$ cat src/rtl/bt_win_pkg.sv
package bt_win_pkg;

  // Register offsets. Offset 3 is unmapped.
  localparam logic [1:0] OFS_CTRL = 2'd0;
  localparam logic [1:0] OFS_BUF  = 2'd1;
  localparam logic [1:0] OFS_MASK = 2'd2;

  // Control register bit positions. Host software decodes these positions.
  localparam int B_CLR_IN   = 0;
  localparam int B_CLR_OUT  = 1;
  localparam int B_BELL     = 2;
  localparam int B_RSP_ATN  = 3;
  localparam int B_SMS_ATN  = 4;
  localparam int B_HOST_BSY = 6;
  localparam int B_CTL_BSY  = 7;

  // Value returned for reads with nothing to return.
  localparam logic [7:0] IDLE_BYTE = 8'hFF;

  // Strobes from the control side to the buffer datapath.
  typedef struct packed {
    logic clrIn;
    logic clrOutPos;
    logic pushIn;
    logic popOut;
  } bufStrobe_t;

endpackage

$ cat src/rtl/bt_win_ram.sv
module bt_win_ram #(
  parameter int DEPTH = 256,
  parameter int WIDTH = 8
) (
  input  logic                     clk,
  input  logic                     wrEn,
  input  logic [$clog2(DEPTH)-1:0] wrAddr,
  input  logic [WIDTH-1:0]         wrData,
  input  logic [$clog2(DEPTH)-1:0] rdAddr,
  output logic [WIDTH-1:0]         rdData
);

  logic [WIDTH-1:0] store [DEPTH];

  always_ff @(posedge clk) begin
    if (wrEn) begin
      store[wrAddr] <= wrData;
    end
  end

  assign rdData = store[rdAddr];

endmodule

$ cat src/rtl/bt_win_ctrl.sv
module bt_win_ctrl
  import bt_win_pkg::*;
(
  input  logic       clk,
  input  logic       rstN,
  input  logic       hostSel,
  input  logic       hostWr,
  input  logic [1:0] hostAddr,
  input  logic [7:0] hostWdata,
  input  logic [7:0] bufRdByte,
  input  logic       engCommit,
  input  logic       engSmsSet,
  output bufStrobe_t strobe,
  output logic [7:0] hostRdata,
  output logic [7:0] ctrlByte,
  output logic [7:0] maskByte,
  output logic       doorbell
);

  logic ctrlWr;
  logic maskWr;
  logic bufWr;
  logic bufRd;

  logic ctlBusy;
  logic hostBusy;
  logic rspAtn;
  logic smsAtn;
  logic bellQ;
  logic [7:0] maskQ;

  // Decode the access. Only the two low address bits exist.
  always_comb begin
    ctrlWr = hostSel && hostWr  && (hostAddr == OFS_CTRL);
    maskWr = hostSel && hostWr  && (hostAddr == OFS_MASK);
    bufWr  = hostSel && hostWr  && (hostAddr == OFS_BUF);
    bufRd  = hostSel && !hostWr && (hostAddr == OFS_BUF);
  end

  // Strobes handed to the buffer datapath.
  always_comb begin
    strobe           = '0;
    strobe.clrIn     = ctrlWr && hostWdata[B_CLR_IN];
    strobe.clrOutPos = ctrlWr && hostWdata[B_CLR_OUT];
    strobe.pushIn    = bufWr;
    strobe.popOut    = bufRd;
  end

  // Control flags. Engine events take priority over host clears.
  always_ff @(posedge clk) begin
    if (!rstN) begin
      ctlBusy  <= 1'b0;
      hostBusy <= 1'b0;
      rspAtn   <= 1'b0;
      smsAtn   <= 1'b0;
      bellQ    <= 1'b0;
      maskQ    <= '0;
    end else begin
      bellQ <= ctrlWr && hostWdata[B_BELL];

      if (ctrlWr && hostWdata[B_HOST_BSY]) begin
        hostBusy <= ~hostBusy;
      end

      if (engCommit) begin
        ctlBusy <= 1'b0;
      end else if (ctrlWr && hostWdata[B_BELL]) begin
        ctlBusy <= 1'b1;
      end

      if (engCommit) begin
        rspAtn <= 1'b1;
      end else if (ctrlWr && hostWdata[B_RSP_ATN]) begin
        rspAtn <= 1'b0;
      end

      if (engSmsSet) begin
        smsAtn <= 1'b1;
      end else if (ctrlWr && hostWdata[B_SMS_ATN]) begin
        smsAtn <= 1'b0;
      end

      if (maskWr) begin
        maskQ <= hostWdata;
      end
    end
  end

  // Assemble the control byte. Bits 0, 1, 2 and 5 read as 0.
  always_comb begin
    ctrlByte             = '0;
    ctrlByte[B_CTL_BSY]  = ctlBusy;
    ctrlByte[B_HOST_BSY] = hostBusy;
    ctrlByte[B_SMS_ATN]  = smsAtn;
    ctrlByte[B_RSP_ATN]  = rspAtn;
  end

  // Read mux.
  always_comb begin
    unique case (hostAddr)
      OFS_CTRL: hostRdata = ctrlByte;
      OFS_BUF:  hostRdata = bufRdByte;
      OFS_MASK: hostRdata = maskQ;
      default:  hostRdata = IDLE_BYTE;
    endcase
  end

  assign maskByte = maskQ;
  assign doorbell = bellQ;

endmodule

$ cat src/rtl/bt_win_data.sv
module bt_win_data
  import bt_win_pkg::*;
#(
  parameter int DEPTH = 256
) (
  input  logic                       clk,
  input  logic                       rstN,
  input  bufStrobe_t                 strobe,
  input  logic [7:0]                 hostWdata,
  input  logic [$clog2(DEPTH)-1:0]   engRdAddr,
  output logic [7:0]                 engRdData,
  input  logic                       engWrEn,
  input  logic [$clog2(DEPTH)-1:0]   engWrAddr,
  input  logic [7:0]                 engWrData,
  input  logic                       engCommit,
  input  logic [$clog2(DEPTH)+1:0]   engCommitLen,
  output logic [7:0]                 bufRdByte,
  output logic [$clog2(DEPTH)+1:0]   inLen,
  output logic [$clog2(DEPTH)+1:0]   outLen
);

  localparam int IDX_W = $clog2(DEPTH);
  localparam int LEN_W = IDX_W + 2;
  localparam logic [LEN_W-1:0] DEPTH_L = LEN_W'(DEPTH);
  localparam logic [LEN_W-1:0] LEN_MAX = {LEN_W{1'b1}};

  logic [LEN_W-1:0] inCnt;
  logic [LEN_W-1:0] rdPos;
  logic [LEN_W-1:0] outCnt;
  logic             inRoom;
  logic             outAvail;
  logic [7:0]       outByte;

  assign inRoom   = inCnt < DEPTH_L;
  assign outAvail = rdPos < outCnt;

  bt_win_ram #(.DEPTH(DEPTH), .WIDTH(8)) u_inRam (
    .clk    (clk),
    .wrEn   (strobe.pushIn && inRoom),
    .wrAddr (inCnt[IDX_W-1:0]),
    .wrData (hostWdata),
    .rdAddr (engRdAddr),
    .rdData (engRdData)
  );

  bt_win_ram #(.DEPTH(DEPTH), .WIDTH(8)) u_outRam (
    .clk    (clk),
    .wrEn   (engWrEn),
    .wrAddr (engWrAddr),
    .wrData (engWrData),
    .rdAddr (rdPos[IDX_W-1:0]),
    .rdData (outByte)
  );

  // Inbound length: counts every write, saturating at all ones.
  always_ff @(posedge clk) begin
    if (!rstN) begin
      inCnt <= '0;
    end else if (strobe.clrIn) begin
      inCnt <= '0;
    end else if (strobe.pushIn && (inCnt != LEN_MAX)) begin
      inCnt <= inCnt + 1'b1;
    end
  end

  // Outbound drain. Both counters return to zero after the last byte.
  always_ff @(posedge clk) begin
    if (!rstN) begin
      rdPos  <= '0;
      outCnt <= '0;
    end else if (engCommit) begin
      rdPos  <= '0;
      outCnt <= (engCommitLen > DEPTH_L) ? DEPTH_L : engCommitLen;
    end else if (strobe.clrOutPos) begin
      rdPos <= '0;
    end else if (strobe.popOut && outAvail) begin
      if (rdPos + 1'b1 == outCnt) begin
        rdPos  <= '0;
        outCnt <= '0;
      end else begin
        rdPos <= rdPos + 1'b1;
      end
    end
  end

  assign bufRdByte = outAvail ? outByte : IDLE_BYTE;
  assign inLen     = inCnt;
  assign outLen    = outCnt;

endmodule

$ cat src/rtl/bt_host_window.sv
module bt_host_window
  import bt_win_pkg::*;
#(
  parameter int DEPTH = 256
) (
  input  logic                     clk,
  input  logic                     rstN,
  input  logic                     hostSel,
  input  logic                     hostWr,
  input  logic [1:0]               hostAddr,
  input  logic [7:0]               hostWdata,
  output logic [7:0]               hostRdata,
  output logic                     doorbell,
  output logic [$clog2(DEPTH)+1:0] inLen,
  input  logic [$clog2(DEPTH)-1:0] engRdAddr,
  output logic [7:0]               engRdData,
  input  logic                     engWrEn,
  input  logic [$clog2(DEPTH)-1:0] engWrAddr,
  input  logic [7:0]               engWrData,
  input  logic                     engCommit,
  input  logic [$clog2(DEPTH)+1:0] engCommitLen,
  input  logic                     engSmsSet,
  output logic [7:0]               maskByte
);

  localparam int LEN_W = $clog2(DEPTH) + 2;

  bufStrobe_t       strobe;
  logic [7:0]       bufRdByte;
  logic [7:0]       ctrlByte;
  logic [LEN_W-1:0] outLen;

  bt_win_ctrl u_ctrl (
    .clk       (clk),
    .rstN      (rstN),
    .hostSel   (hostSel),
    .hostWr    (hostWr),
    .hostAddr  (hostAddr),
    .hostWdata (hostWdata),
    .bufRdByte (bufRdByte),
    .engCommit (engCommit),
    .engSmsSet (engSmsSet),
    .strobe    (strobe),
    .hostRdata (hostRdata),
    .ctrlByte  (ctrlByte),
    .maskByte  (maskByte),
    .doorbell  (doorbell)
  );

  bt_win_data #(.DEPTH(DEPTH)) u_data (
    .clk          (clk),
    .rstN         (rstN),
    .strobe       (strobe),
    .hostWdata    (hostWdata),
    .engRdAddr    (engRdAddr),
    .engRdData    (engRdData),
    .engWrEn      (engWrEn),
    .engWrAddr    (engWrAddr),
    .engWrData    (engWrData),
    .engCommit    (engCommit),
    .engCommitLen (engCommitLen),
    .bufRdByte    (bufRdByte),
    .inLen        (inLen),
    .outLen       (outLen)
  );

endmodule

$ cat config.mk
export PLATFORM = sky130hd
export DESIGN_NAME = bt_host_window
export DESIGN_NICKNAME = d
export VERILOG_FILES = /design/src/rtl/bt_win_pkg.sv /design/src/rtl/bt_win_ram.sv /design/src/rtl/bt_win_ctrl.sv /design/src/rtl/bt_win_data.sv /design/src/rtl/bt_host_window.sv
export SDC_FILE = /design/constraint.sdc
export NUM_CORES = 2
export LEC_CHECK = 0
export BUFFER_PORTS_ARGS = -buffer_cell sky130_fd_sc_hd__buf_2
export CAP_MARGIN = 20
export CORE_MARGIN = 8
export CORE_UTILIZATION = 49
export CTS_CLUSTER_SIZE = 12
export DETAILED_ROUTE_END_ITERATION = 8
export SLEW_MARGIN = 20
export SYNTH_ARGS = -nofsm -noshare
export SYNTH_HDL_FRONTEND = slang
export SYNTH_SLANG_ARGS = --single-unit
$ cat constraint.sdc
create_clock -name clk -period 4.2 [get_ports clk]
set_clock_uncertainty 0.15 [all_clocks]
set_input_delay 0.63 -clock clk [delete_from_list [all_inputs] [get_ports clk]]
set_output_delay 0.63 -clock clk [all_outputs]
set_load 0.02 [all_outputs]
==> flow_summary_export.csv <==
group,metric,value,unit
status,status,"finished with violations",
status,violations,"setup timing",
logic_synthesis,async_flop_share,0,%
critical_path,crit_type,"flop to output port",
logic_synthesis,yosysTopAreaCellShare,76.5,%
logic_synthesis,ys.flop_type,"edfxtp_1",
floorplanning,boundaryPins,86,
route,drc,0,
final_layout,utilization,58.1,%
timing,slew_headroom,21.7,%
logic_synthesis,synth_cells,7426,
power,combPwrFrac,3.5,%
critical_path,start_kind,"flop",
logic_synthesis,synthDistinctLibCells,63,
clock_network,ctsHtreeMaxLevel,5,
power,p_sw,17.3,mW
final_layout,area_delta_synth_final,18.2,%
clock_network,cts_sinks,4147,
global_route,grt-ovfl-total,0,
critical_path,critical_path.max_fanout,25,
global_route,track_usage,23.7,%
critical_path,required,3.42,ns
power,p_seq_share,54.1,%
route,num_vias,80733,
logic_synthesis,synthTopCellsByArea,"edfxtp_1, mux4_2, mux2i_1, nor2_1, a22oi_1",
timing,finalCritPeriodShare,118,%
route,first_pass_iters,7,
placement,detailed_place_hpwl,269000,um
placement,place_ws,-0.667,ns
power,switching_share,20.5,%
route,routedWlPerCell,31.6,um
timing,worst_slew_pin_slew,1.17,ns
floorplanning,rows,210,
clock_network,cts_max_path_buffers,4,
logic_synthesis,synth_top_cell_by_area,"edfxtp_1",
timing,setup_tns,-6.68,ns
route,postRouteAntennaNets,0,
floorplanning,core,0.327,mm2
clock_network,tritoncts,"built",
power,power_frac_clock,42.4,%
global_route,grt_pass1_wl,599000,um
timing,min_period,4.94,ns
floorplanning,die-area,0.347,mm2
route,routed_wl,420000,um
worst_hold_path,hold_class,"input port to flop",
critical_path,worst_ep_arrival_time,4.16,ns
placement,place_congestion,0.844,
timing,max_freq,202,MHz
placement,io_buffers,85,
logic_synthesis,synth-edff-count,4096,
timing,setup_viol,16,
timing,slew_violations,0,
logic_synthesis,ys_ff_latch,4147,
logic_synthesis,ys_seq_area_share,77.2,%
run,cap_violations,0,
power,peakVddDrop,0.389,mV
floorplanning,initial_utilization,49.2,%
timing,setup_ws,-0.740,ns
global_route,grt_pass1_vias,82021,
logic_synthesis,syn-num-nets,7492,
timing,final-hold-violation-count,0,
final_layout,layout-drive-gt1-share,33.1,%
power,p_leak,59.6,nW
route,vias_per_cell,6.07,
clock_network,clk_latency,0.97,ns
clock_network,cts_root_buf,"clkbuf_16",
critical_path,cp-end-kind,"output port",
logic_synthesis,synth.avg_cell_area,21.6,um2
power,p_int,66.9,mW
clock_network,path_clk_slew,0.06,ns
global_route,antenna_found_initial,13,
clock_network,numCtsBuffers,429,
logic_synthesis,ys_warn_count,0,
logic_synthesis,synthesis.area,0.161,mm2
floorplanning,die-width,589,um
final_layout,num-nets-final,8707,
route,drt-initial-drc-count,8625,
global_route,grt_max_degree,140,
floorplanning,fp.dieH,589,um
timing,rsz0062_at_grt,"true",
power,power.density,443,mW/mm2
path summary, 6_finish.rpt:
kind,startpoint,endpoint,cells past startpoint,slack [ns]
worst max-delay path,flop,hostRdata[5],10,-0.74
worst max register to register,u_data.outLen[7],u_data.outLen[5],10,0.78
worst min register to register,u_ctrl.ctlBusy,u_ctrl.ctlBusy,2,0.33
worst min-delay path,hostWdata[2],u_data.u_inRam.store[183][2],1,0.07
kinds of logic (layout without fill, tap and decap cells):
group                      Yosys count  after routing  synth area share, %
xor gates and xnor gates            23             23                0.125
AOI/OAI and AO/OA                  499            499                 2.20
DFF                               4147           4147                 77.2
other                                0             13                    0
and+or+nand+nor                    952            952                 2.55
adders and majority gates           15             15                0.117
buffers and inverters              455           1977                 1.24
muxes                             1335           1335                 16.6
state kept, by name, summed over array words and instances (netlist names), named ones only:
register and count:
u_data.inLen 10, u_data.u_inRam.store 2048, u_ctrl.hostBusy 1, u_ctrl.rspAtn 1, u_ctrl.maskByte 8, u_data.outLen 10
u_data.u_outRam.store 2048, u_ctrl.doorbell 1, u_data.rdPos 10, u_ctrl.smsAtn 1, u_ctrl.ctlBusy 1
critical path, stage by stage, from the launching register on:
cell and delay (ns):
dfxtp_4 0.65, buf_6 0.37, nand2b_1 0.16, nor2_1 0.47, a22oi_1 0.17, buf_4 0.19
a41o_1 0.21, o2111ai_1 0.12, nor3_2 0.11, a211oi_4 0.49, buf_6 0.19
cell usage after synthesis, types with 22 or more instances:
| cell type | instances |
|---|---|
| edfxtp_1 | 4096 |
| mux4_2 | 1062 |
| nor2_1 | 561 |
| mux2i_1 | 262 |
| clkbuf_1 | 227 |
| a22oi_1 | 202 |
| nand2_1 | 159 |
| buf_2 | 139 |
| a21oi_1 | 99 |
| nand3_1 | 60 |
| dfxtp_1 | 51 |
| a221oi_1 | 48 |
| buf_1 | 44 |
| nor2b_1 | 42 |
| nand4_1 | 25 |
| buf_4 | 22 |
per-stage QoR:
stage          cell area (um2)  total power [mW]  hold WS (ns)  std cells
6_report                190000              84.2        0.0741      13307
3_3_place_gp            174000              49.2         0.313      12435
2_1_floorplan           161000              47.6         0.283       7426
5_1_grt                 190000              86.4        0.0574      13299
4_1_cts                 189000              84.7        0.0160      13248
3_5_place_dp            174000              49.2         0.311      12435
what timing repair did:
item,in CTS,in global routing
cloned,3,6
gates resized for setup,181,122
hold buffers,35,1
setup buffers,37,46
pin swaps,34,39
endpoints found under the hold margin,68,27
endpoints found under the setup margin,16,16
layer usage:
layer  up-vias  GRT usage, %  part of all wire [%]
li1      33599             -                     -
met1     43091          32.4                    40
met2      3345          39.1                    49
met3       694          3.71                   7.1
met4         4          8.18                   3.9
met5         -             0                0.0064
area by class of cell:
class	count	area [um2]
Clock inverter	184	1700
Sequential cell	4147	124000
Antenna cell	13	32.5
Fill cell	23682	137000
Timing Repair Buffer	1220	11700
Inverter	19	72.6
Clock buffer	554	11300
Multi-Input combinational cell	2824	35700
Tap cell	4346	5440
power groups by stage:
stage / clock network [mW] / logic [mW] / registers, mW
after floorplan: 0 / 1.23 / 46.4
after global placement: 0 / 2.78 / 46.4
after detailed placement: 0 / 2.84 / 46.4
after CTS: 36.3 / 2.95 / 45.5
after global routing: 37.8 / 3.11 / 45.5
final: 35.7 / 2.96 / 45.5
layout by cell type, fill, tap and decap left out, types with 13 or more instances in the layout:
cell type         n
a211oi_1         14
a21boi_0         16
a21oi_1          72
a21oi_4          15
a221oi_1         33
a221oi_2         14
a22o_1           16
a22oi_1         166
a22oi_2          36
buf_12          136
buf_16           18
buf_2            49
buf_4           904
buf_6            44
buf_8            19
bufinv_16        22
clkbuf_1        119
clkbuf_16       439
clkinv_1         92
clkinv_2         42
dfxtp_1          44
diode_2          13
dlygate4sd3_1    36
edfxtp_1       4096
ha_1             15
inv_1            17
mux2i_1         256
mux4_2         1062
nand2_1         147
nand2b_1         13
nand3_1          57
nand4_1          25
nor2_1          558
nor2b_1          35
o211ai_1         16
o21ai_0          14
xnor2_1          13
No activity file was read; power rests on OpenSTA's default activity.
